### src/rtl/lsq_sched.sv
module lsq_sched #(
  parameter int DEPTH = 8,
  parameter int AW = 32,
  parameter int LW = 4,
  localparam int IW = $clog2(DEPTH)
) (
  input  logic          clk,
  input  logic          rst_n,
  input  logic          predict_en,
  input  logic          disp_valid,
  input  logic          disp_store,
  input  logic [AW-1:0] disp_addr,
  input  logic [LW-1:0] disp_alat,
  input  logic [LW-1:0] disp_dlat,
  output logic          full,
  output logic          agen_valid,
  output logic [IW-1:0] agen_idx,
  output logic          mem_valid,
  output logic [IW-1:0] mem_idx,
  input  logic          commit,
  output logic          st_write,
  output logic [IW-1:0] st_idx,
  output logic          replay_valid,
  output logic [IW-1:0] replay_idx
);
  logic [DEPTH-1:0] vld, st, adone, acc;
  logic [AW-1:0]    addr [DEPTH];
  logic [LW-1:0]    aw [DEPTH];
  logic [LW-1:0]    dw [DEPTH];
  logic [IW-1:0]    head, tail;
  logic [IW:0]      cnt;
  logic [DEPTH-1:0] ag_el, mem_el, blk, viol;
  logic             push, retire;

  function automatic logic older(input logic [IW-1:0] j, input logic [IW-1:0] i,
                                 input logic [IW-1:0] h);
    logic [IW-1:0] aj, ai;
    aj = j - h;
    ai = i - h;
    return aj < ai;
  endfunction

  assign full   = (cnt == (IW+1)'(DEPTH));
  assign push   = disp_valid && !full;
  assign retire = vld[head] && (st[head] ? (adone[head] && dw[head] == '0 && commit)
                                         : acc[head]);
  assign st_write = retire && st[head];
  assign st_idx   = head;

  always_comb begin
    for (int i = 0; i < DEPTH; i++) begin
      blk[i] = 1'b0;
      for (int j = 0; j < DEPTH; j++)
        if (vld[j] && st[j] && older(IW'(j), IW'(i), head))
          if ((adone[j] && addr[j] == addr[i]) || (!predict_en && !adone[j]))
            blk[i] = 1'b1;
      ag_el[i]  = vld[i] && !adone[i] && aw[i] == '0;
      mem_el[i] = vld[i] && !st[i] && adone[i] && !acc[i] && !blk[i];
    end
  end

  always_comb begin
    logic [IW-1:0] p;
    agen_valid = 1'b0;
    agen_idx   = '0;
    mem_valid  = 1'b0;
    mem_idx    = '0;
    for (int k = DEPTH - 1; k >= 0; k--) begin
      p = head + IW'(k);
      if (ag_el[p]) begin
        agen_valid = 1'b1;
        agen_idx   = p;
      end
      if (mem_el[p]) begin
        mem_valid = 1'b1;
        mem_idx   = p;
      end
    end
  end

  always_comb begin
    logic [IW-1:0] p;
    for (int i = 0; i < DEPTH; i++)
      viol[i] = agen_valid && st[agen_idx] && vld[i] && !st[i]
             && older(agen_idx, IW'(i), head) && addr[agen_idx] == addr[i]
             && (acc[i] || (mem_valid && mem_idx == IW'(i)));
    replay_valid = |viol;
    replay_idx   = '0;
    for (int k = DEPTH - 1; k >= 0; k--) begin
      p = head + IW'(k);
      if (viol[p]) replay_idx = p;
    end
  end

  always_ff @(posedge clk) begin
    if (!rst_n) begin
      vld   <= '0;
      st    <= '0;
      adone <= '0;
      acc   <= '0;
      head  <= '0;
      tail  <= '0;
      cnt   <= '0;
    end else begin
      for (int i = 0; i < DEPTH; i++) begin
        if (agen_valid && agen_idx == IW'(i)) adone[i] <= 1'b1;
        if (mem_valid && mem_idx == IW'(i))   acc[i]   <= 1'b1;
        if (viol[i])                          acc[i]   <= 1'b0;
      end
      if (retire) begin
        vld[head] <= 1'b0;
        head      <= head + 1'b1;
      end
      if (push) begin
        vld[tail]   <= 1'b1;
        st[tail]    <= disp_store;
        adone[tail] <= 1'b0;
        acc[tail]   <= 1'b0;
        tail        <= tail + 1'b1;
      end
      cnt <= cnt + (IW+1)'(push) - (IW+1)'(retire);
    end
  end

  always_ff @(posedge clk) begin
    for (int i = 0; i < DEPTH; i++) begin
      if (aw[i] != '0) aw[i] <= aw[i] - 1'b1;
      if (dw[i] != '0) dw[i] <= dw[i] - 1'b1;
    end
    if (push) begin
      addr[tail] <= disp_addr;
      aw[tail]   <= disp_alat;
      dw[tail]   <= disp_dlat;
    end
  end
endmodule


### config.mk
export PLATFORM = sky130hd
export DESIGN_NAME = lsq_sched
export DESIGN_NICKNAME = d
export VERILOG_FILES = /design/src/rtl/lsq_sched.sv
export SDC_FILE = /design/constraint.sdc
export NUM_CORES = 2
export LEC_CHECK = 0
export BUFFER_PORTS_ARGS = -buffer_cell sky130_fd_sc_hd__buf_2
export CAP_MARGIN = 20
export CORE_ASPECT_RATIO = 1.2
export CORE_MARGIN = 5
export CORE_UTILIZATION = 66
export CTS_BUF_LIST = sky130_fd_sc_hd__clkbuf_8 sky130_fd_sc_hd__clkbuf_16
export DETAILED_ROUTE_END_ITERATION = 8
export PLACE_DENSITY_LB_ADDON = 0.05
export SYNTH_ARGS = -nofsm -noshare
export SYNTH_HDL_FRONTEND = slang
export SYNTH_SLANG_ARGS = --single-unit
### constraint.sdc
create_clock -name clk -period 22.3 [get_ports clk]
set_input_delay 6.69 -clock clk [delete_from_list [all_inputs] [get_ports clk]]
set_output_delay 6.69 -clock clk [all_outputs]
set_load 0.01 [all_outputs]
==> metrics.csv, run 1 <==
stage;metric;value;unit
clock_network;CTS sink cnt;365;
clock_network;CTS root buffer;clkbuf_16;
synth;Synth area leader;edfxtp_1;
floorplan;Starting Density;0.665;
synth;ys async rst share;0;
clock_network;Num CTS Buffers;37;
synth;cells after synthesis;4032;
floorplan;Rows;94;
clock_network;hold_buf cts;0;
synth;syn_area_per_cell;9.04;um2
synth;sequential fraction of the synthesis area;0.288;
global_route;total track usage;0.724;
placement;GPL Wtd Cong;1.45;
synth;EDFF count, synth;320;
synth;Area contributors post-synth;edfxtp_1, xnor2_1, xor2_1;
placement;Post-Place Cell Area;0.0368;mm2
floorplan;# IOs;63;
global_route;grt ovf;158;
placement;DP Cell Count;4501;
status;last stage reached;global routing;
placement;number of I/O port buffers;62;
status;status;aborted with a tool error;
synth;Cell variety after synth;103;
synth;flops & latches, synth;365;
clock_network;setup bufs post-CTS;0;
global_route;first-pass GRT wire length;313000;um
synth;Synth Flop Type;edfxtp_1;
clock_network;htree depth;2;
global_route;vias in the first global route;39522;
clock_network;clk buf depth;3;
clock_network;CTS resizes;0;
floorplan;die width;225;um
status;stop err;[ERROR GRT-0116] Global routing finished with congestion. Check the congestion regions in the DRC Viewer.;
synth;syn_nets;4154;
global_route;largest net degree at the start of global routing;86;
placement;hpwl dp;136000;um
floorplan;Die Height;267;um
synth;synth warn;0;
synth;Synth top area share;0.264;
synth;Cell Area, Synth;0.0365;mm2
-- cells in the mapped netlist (all sizes together) (8+ instances only) --
master,number
a32oi,31
a21o,11
nand4,219
nor4bb,11
and3,14
a21boi,20
xnor2,645
inv,89
nand2,126
a22o,9
buf,172
mux4,21
and3b,14
a2111oi,23
o21ai,121
edfxtp,320
nor2b,17
ha,74
o22a,10
a21oi,126
a211oi,47
a31oi,16
clkbuf,264
xor2,508
nand3,143
and2,45
a22oi,13
nor3b,26
nor3,78
a311oi,51
nor4,196
o21a,17
nor2,190
mux2,12
nand2b,14
a32o,52
nand4b,8
a221oi,16
or3,19
mux2i,34
o31a,12
dfxtp,45
o211ai,14
o22ai,18
-- logic make-up after synthesis --
group	synth area share
compound gates	0.141
buf+inv	0.0602
mux	0.0260
xor+xnor	0.277
fa+ha+maj	0.0265
flops	0.288
simple gates	0.181
-- per-stage QoR --
step / hold WS (ns) / setup WS [ns]
after global placement: 0.525 / 2.79
after CTS: 0.563 / 2.71
after floorplan: 0.459 / 3.97
after detailed placement: 0.544 / 2.73
-- per-layer routing --
layer,global-route usage,overflow
met1,0.738,2
met2,0.866,60
met3,0.609,15
met4,0.662,80
met5,0.325,1
==> run 2, diff against run 1 <==
Settings changed: CORE_ASPECT_RATIO 1.2 to default, CORE_UTILIZATION 66 to 40, CTS_BUF_LIST sky130_fd_sc_hd__clkbuf_8 sky130_fd_sc_hd__clkbuf_16 to default, PLACE_DENSITY_LB_ADDON 0.05 to 0.15.
==> metrics.csv, run 2 <==
stage;metric;value;unit
sta;minimum clock period;19.93;ns
synth;Synth Flop Type;edfxtp_1;
clock_network;clk buf depth;3;
routing;antenna-violating nets left;0;
global_route;first-pass GRT wire length;311000;um
synth;syn_area_per_cell;9.04;um2
sta;Min Hold Slack;0.557;ns
worst_setup_path;slack of the worst reg-to-reg path;12.85;ns
routing;1st-pass router iterations;7;
sta;Final Hold Fails;0;
synth;cells after synthesis;4032;
synth;flops & latches, synth;365;
worst_setup_path;critical path endpoint category;output pin;
floorplan;Starting Density;0.404;
sta;Max transition margin;0.0953;
worst_setup_path;WS Path Type;in -> out;
worst_setup_path;Arr. time, crit path;13.24;ns
finish;max reg flops;256;
synth;Synth top cells by count;xnor2_1, xor2_1, edfxtp_1;
worst_setup_path;worst path required time;15.61;ns
synth;Cell Area, Synth;0.0365;mm2
synth;Area contributors post-synth;edfxtp_1, xnor2_1, xor2_1;
synth;Synth Area in Simple Gates;0.181;
run;max cap viols;0;
placement;Post-Place Cell Area;0.0383;mm2
sta;Layout Skew;0.0181;ns
synth;Cell variety after synth;103;
finish;final non-filler cell total;5159;
clock_network;Num CTS Buffers;42;
synth;Synth area leader;edfxtp_1;
power_and_ir_drop;power per cell area;67.8;mW/mm2
clock_network;setup bufs post-CTS;0;
finish;Final #Nets;4060;
worst_hold_path;Worst Hold Class;reg -> reg;
sta;Worst Max-Slew Pin Slew;1.34;ns
power_and_ir_drop;Worst VDD drop;70.3;uV
finish;area grow syn2layout;8.99;%
floorplan;die area;0.0973;mm2
power_and_ir_drop;Tot Pwr;0.00269;W
power_and_ir_drop;leakage power;13.2;nW
clock_network;latest clock arrival within the worst-skew pair;0.62;ns
sta;Post-Route Setup TNS;0;ns
synth;EDFF count, synth;320;
synth;Synth top area share;0.264;
routing;DRT Wirelength;238000;um
clock_network;CTS resizes;0;
global_route;vias in the first global route;33713;
clock_network;TritonCTS clock tree;built;
synth;sequential fraction of the synthesis area;0.288;
sta;ratio of final minimum period to clock period;0.894;
finish;commonest non-fill, non-tap cell in the layout;xnor2_1;
clock_network;clock transition at the registers of the reported paths;0.06;ns
floorplan;Rows;110;
routing;DRT iter0 DRCs;6881;
floorplan;floorplan core area;0.0903;mm2
worst_setup_path;critical path peak fanout;16;
finish;post-route cell area;0.0397;mm2
placement;DP Cell Count;5067;
placement;number of I/O port buffers;62;
global_route;initial antenna violation count;13;
routing;Vias;37293;
status;status;completed;
synth;ys async rst share;0;
finish;most frequent cells in the layout;xnor2_1, xor2_1, edfxtp_1;
synth;largest family of logic cells by synthesized area;XOR/XNOR gates;
global_route;total track usage;0.466;
global_route;largest net degree at the start of global routing;76;
synth;Synth Area in Adders;0.0265;
finish;largest register by flop count;addr;
synth;Synth Area in Compound Gates;0.141;
sta;RSZ-0062 raised after global routing;no;
placement;GPL Wtd Cong;1.18;
placement;hpwl dp;168000;um
synth;synth warn;0;
synth;most common cell in the synthesized netlist;xnor2_1;
sta;count of final setup violators;0;
routing;via density per instance;7.23;
routing;WL per Instance;46.1;um
clock_network;hold_buf cts;0;
synth;post-synthesis xor/xnor area fraction;0.277;
clock_network;CTS sink cnt;365;
sta;Max Clock Freq;0.0502;GHz
worst_setup_path;critical path launch point type;primary input;
sta;fin. max-slew vios;0;
clock_network;htree depth;2;
finish;registers with the most flip-flops;addr (256), aw (32), dw (32);
floorplan;# IOs;63;
routing;DRC;0;
floorplan;Die Height;312;um
finish;layout cells sized above 1;0.131;
synth;syn_nets;4154;
floorplan;die width;312;um
synth;post-synthesis mux area share;0.0260;
clock_network;CTS root buffer;clkbuf_16;
global_route;grt ovf;0;
run 2: cell counts after synthesis:
Identical to the previous run, type by type.
run 2: report_power, final:
group / leakage, nW / internal [W] / switching, W
sequential: 3.36 / 0.000875 / 0.000130
clock: 0.663 / 0.000401 / 0.000302
combinational: 9.21 / 0.000361 / 0.000623
run 2: layout make-up:
| class | instances | area, um2 |
|---|---|---|
| clock inverters | 24 | 275 |
| multi-input cells | 3142 | 23900 |
| clock buffers | 52 | 1100 |
| inverters | 89 | 337 |
| repair buffers | 298 | 2130 |
| flip-flops and latches | 365 | 10500 |
| fillers | 8866 | 50500 |
| diodes | 13 | 32.5 |
| well taps | 1176 | 1470 |
run 2: worst paths after layout:
path / from / endpoint / cells past startpoint
worst max register to register: st_idx[1]$_SDFFE_PN0P_ / acc[4]$_SDFF_PN0_ / 22
worst min register to register: st[0]$_SDFFE_PN0P_ / st[0]$_SDFFE_PN0P_ / 2
worst max-delay path: predict_en / replay_idx[2] / 21
worst min-delay path: st[0]$_SDFFE_PN0P_ / st[0]$_SDFFE_PN0P_ / 2
run 2: logic make-up (layout without fill, tap and decap cells):
group | after synthesis | after routing
buf+inv | 525 | 463
compound gates | 680 | 680
xor+xnor | 1153 | 1153
flops | 365 | 365
mux | 67 | 67
other cells | 0 | 13
fa+ha+maj | 76 | 76
simple gates | 1166 | 1166
run 2: critical path, stage by stage:
cell,delay (ns)
buf_2,0.30
nor2_1,0.10
and3_1,0.26
a2111oi_0,0.43
nand3_1,0.13
nor4_1,0.53
nand3_1,0.26
mux4_2,0.59
mux2_2,0.35
o311ai_1,0.24
a31oi_1,0.11
o32ai_2,0.83
a31o_2,0.30
nand4_1,0.36
mux4_2,0.65
a22oi_1,0.20
a211oi_1,0.07
o311ai_1,0.31
nand3_1,0.12
a22o_1,0.25
buf_2,0.14
run 2: per-stage QoR:
step | utilization | worst slack (ns)
finish | 0.440 | 2.37
global route | 0.440 | 2.15
CTS | 0.439 | 2.56
detailed placement | 0.424 | 2.57
global placement | 0.423 | 2.55
floorplan | - | 3.97
run 2: routing by layer:
layer | GRT usage | vias up | share of wire
li1 | - | 14495 | -
met1 | 0.592 | 18337 | 0.38
met2 | 0.625 | 3447 | 0.38
met3 | 0.204 | 1002 | 0.15
met5 | 0.0128 | - | 0.00084
met4 | 0.330 | 12 | 0.096
(Power assumes the default switching activity.)
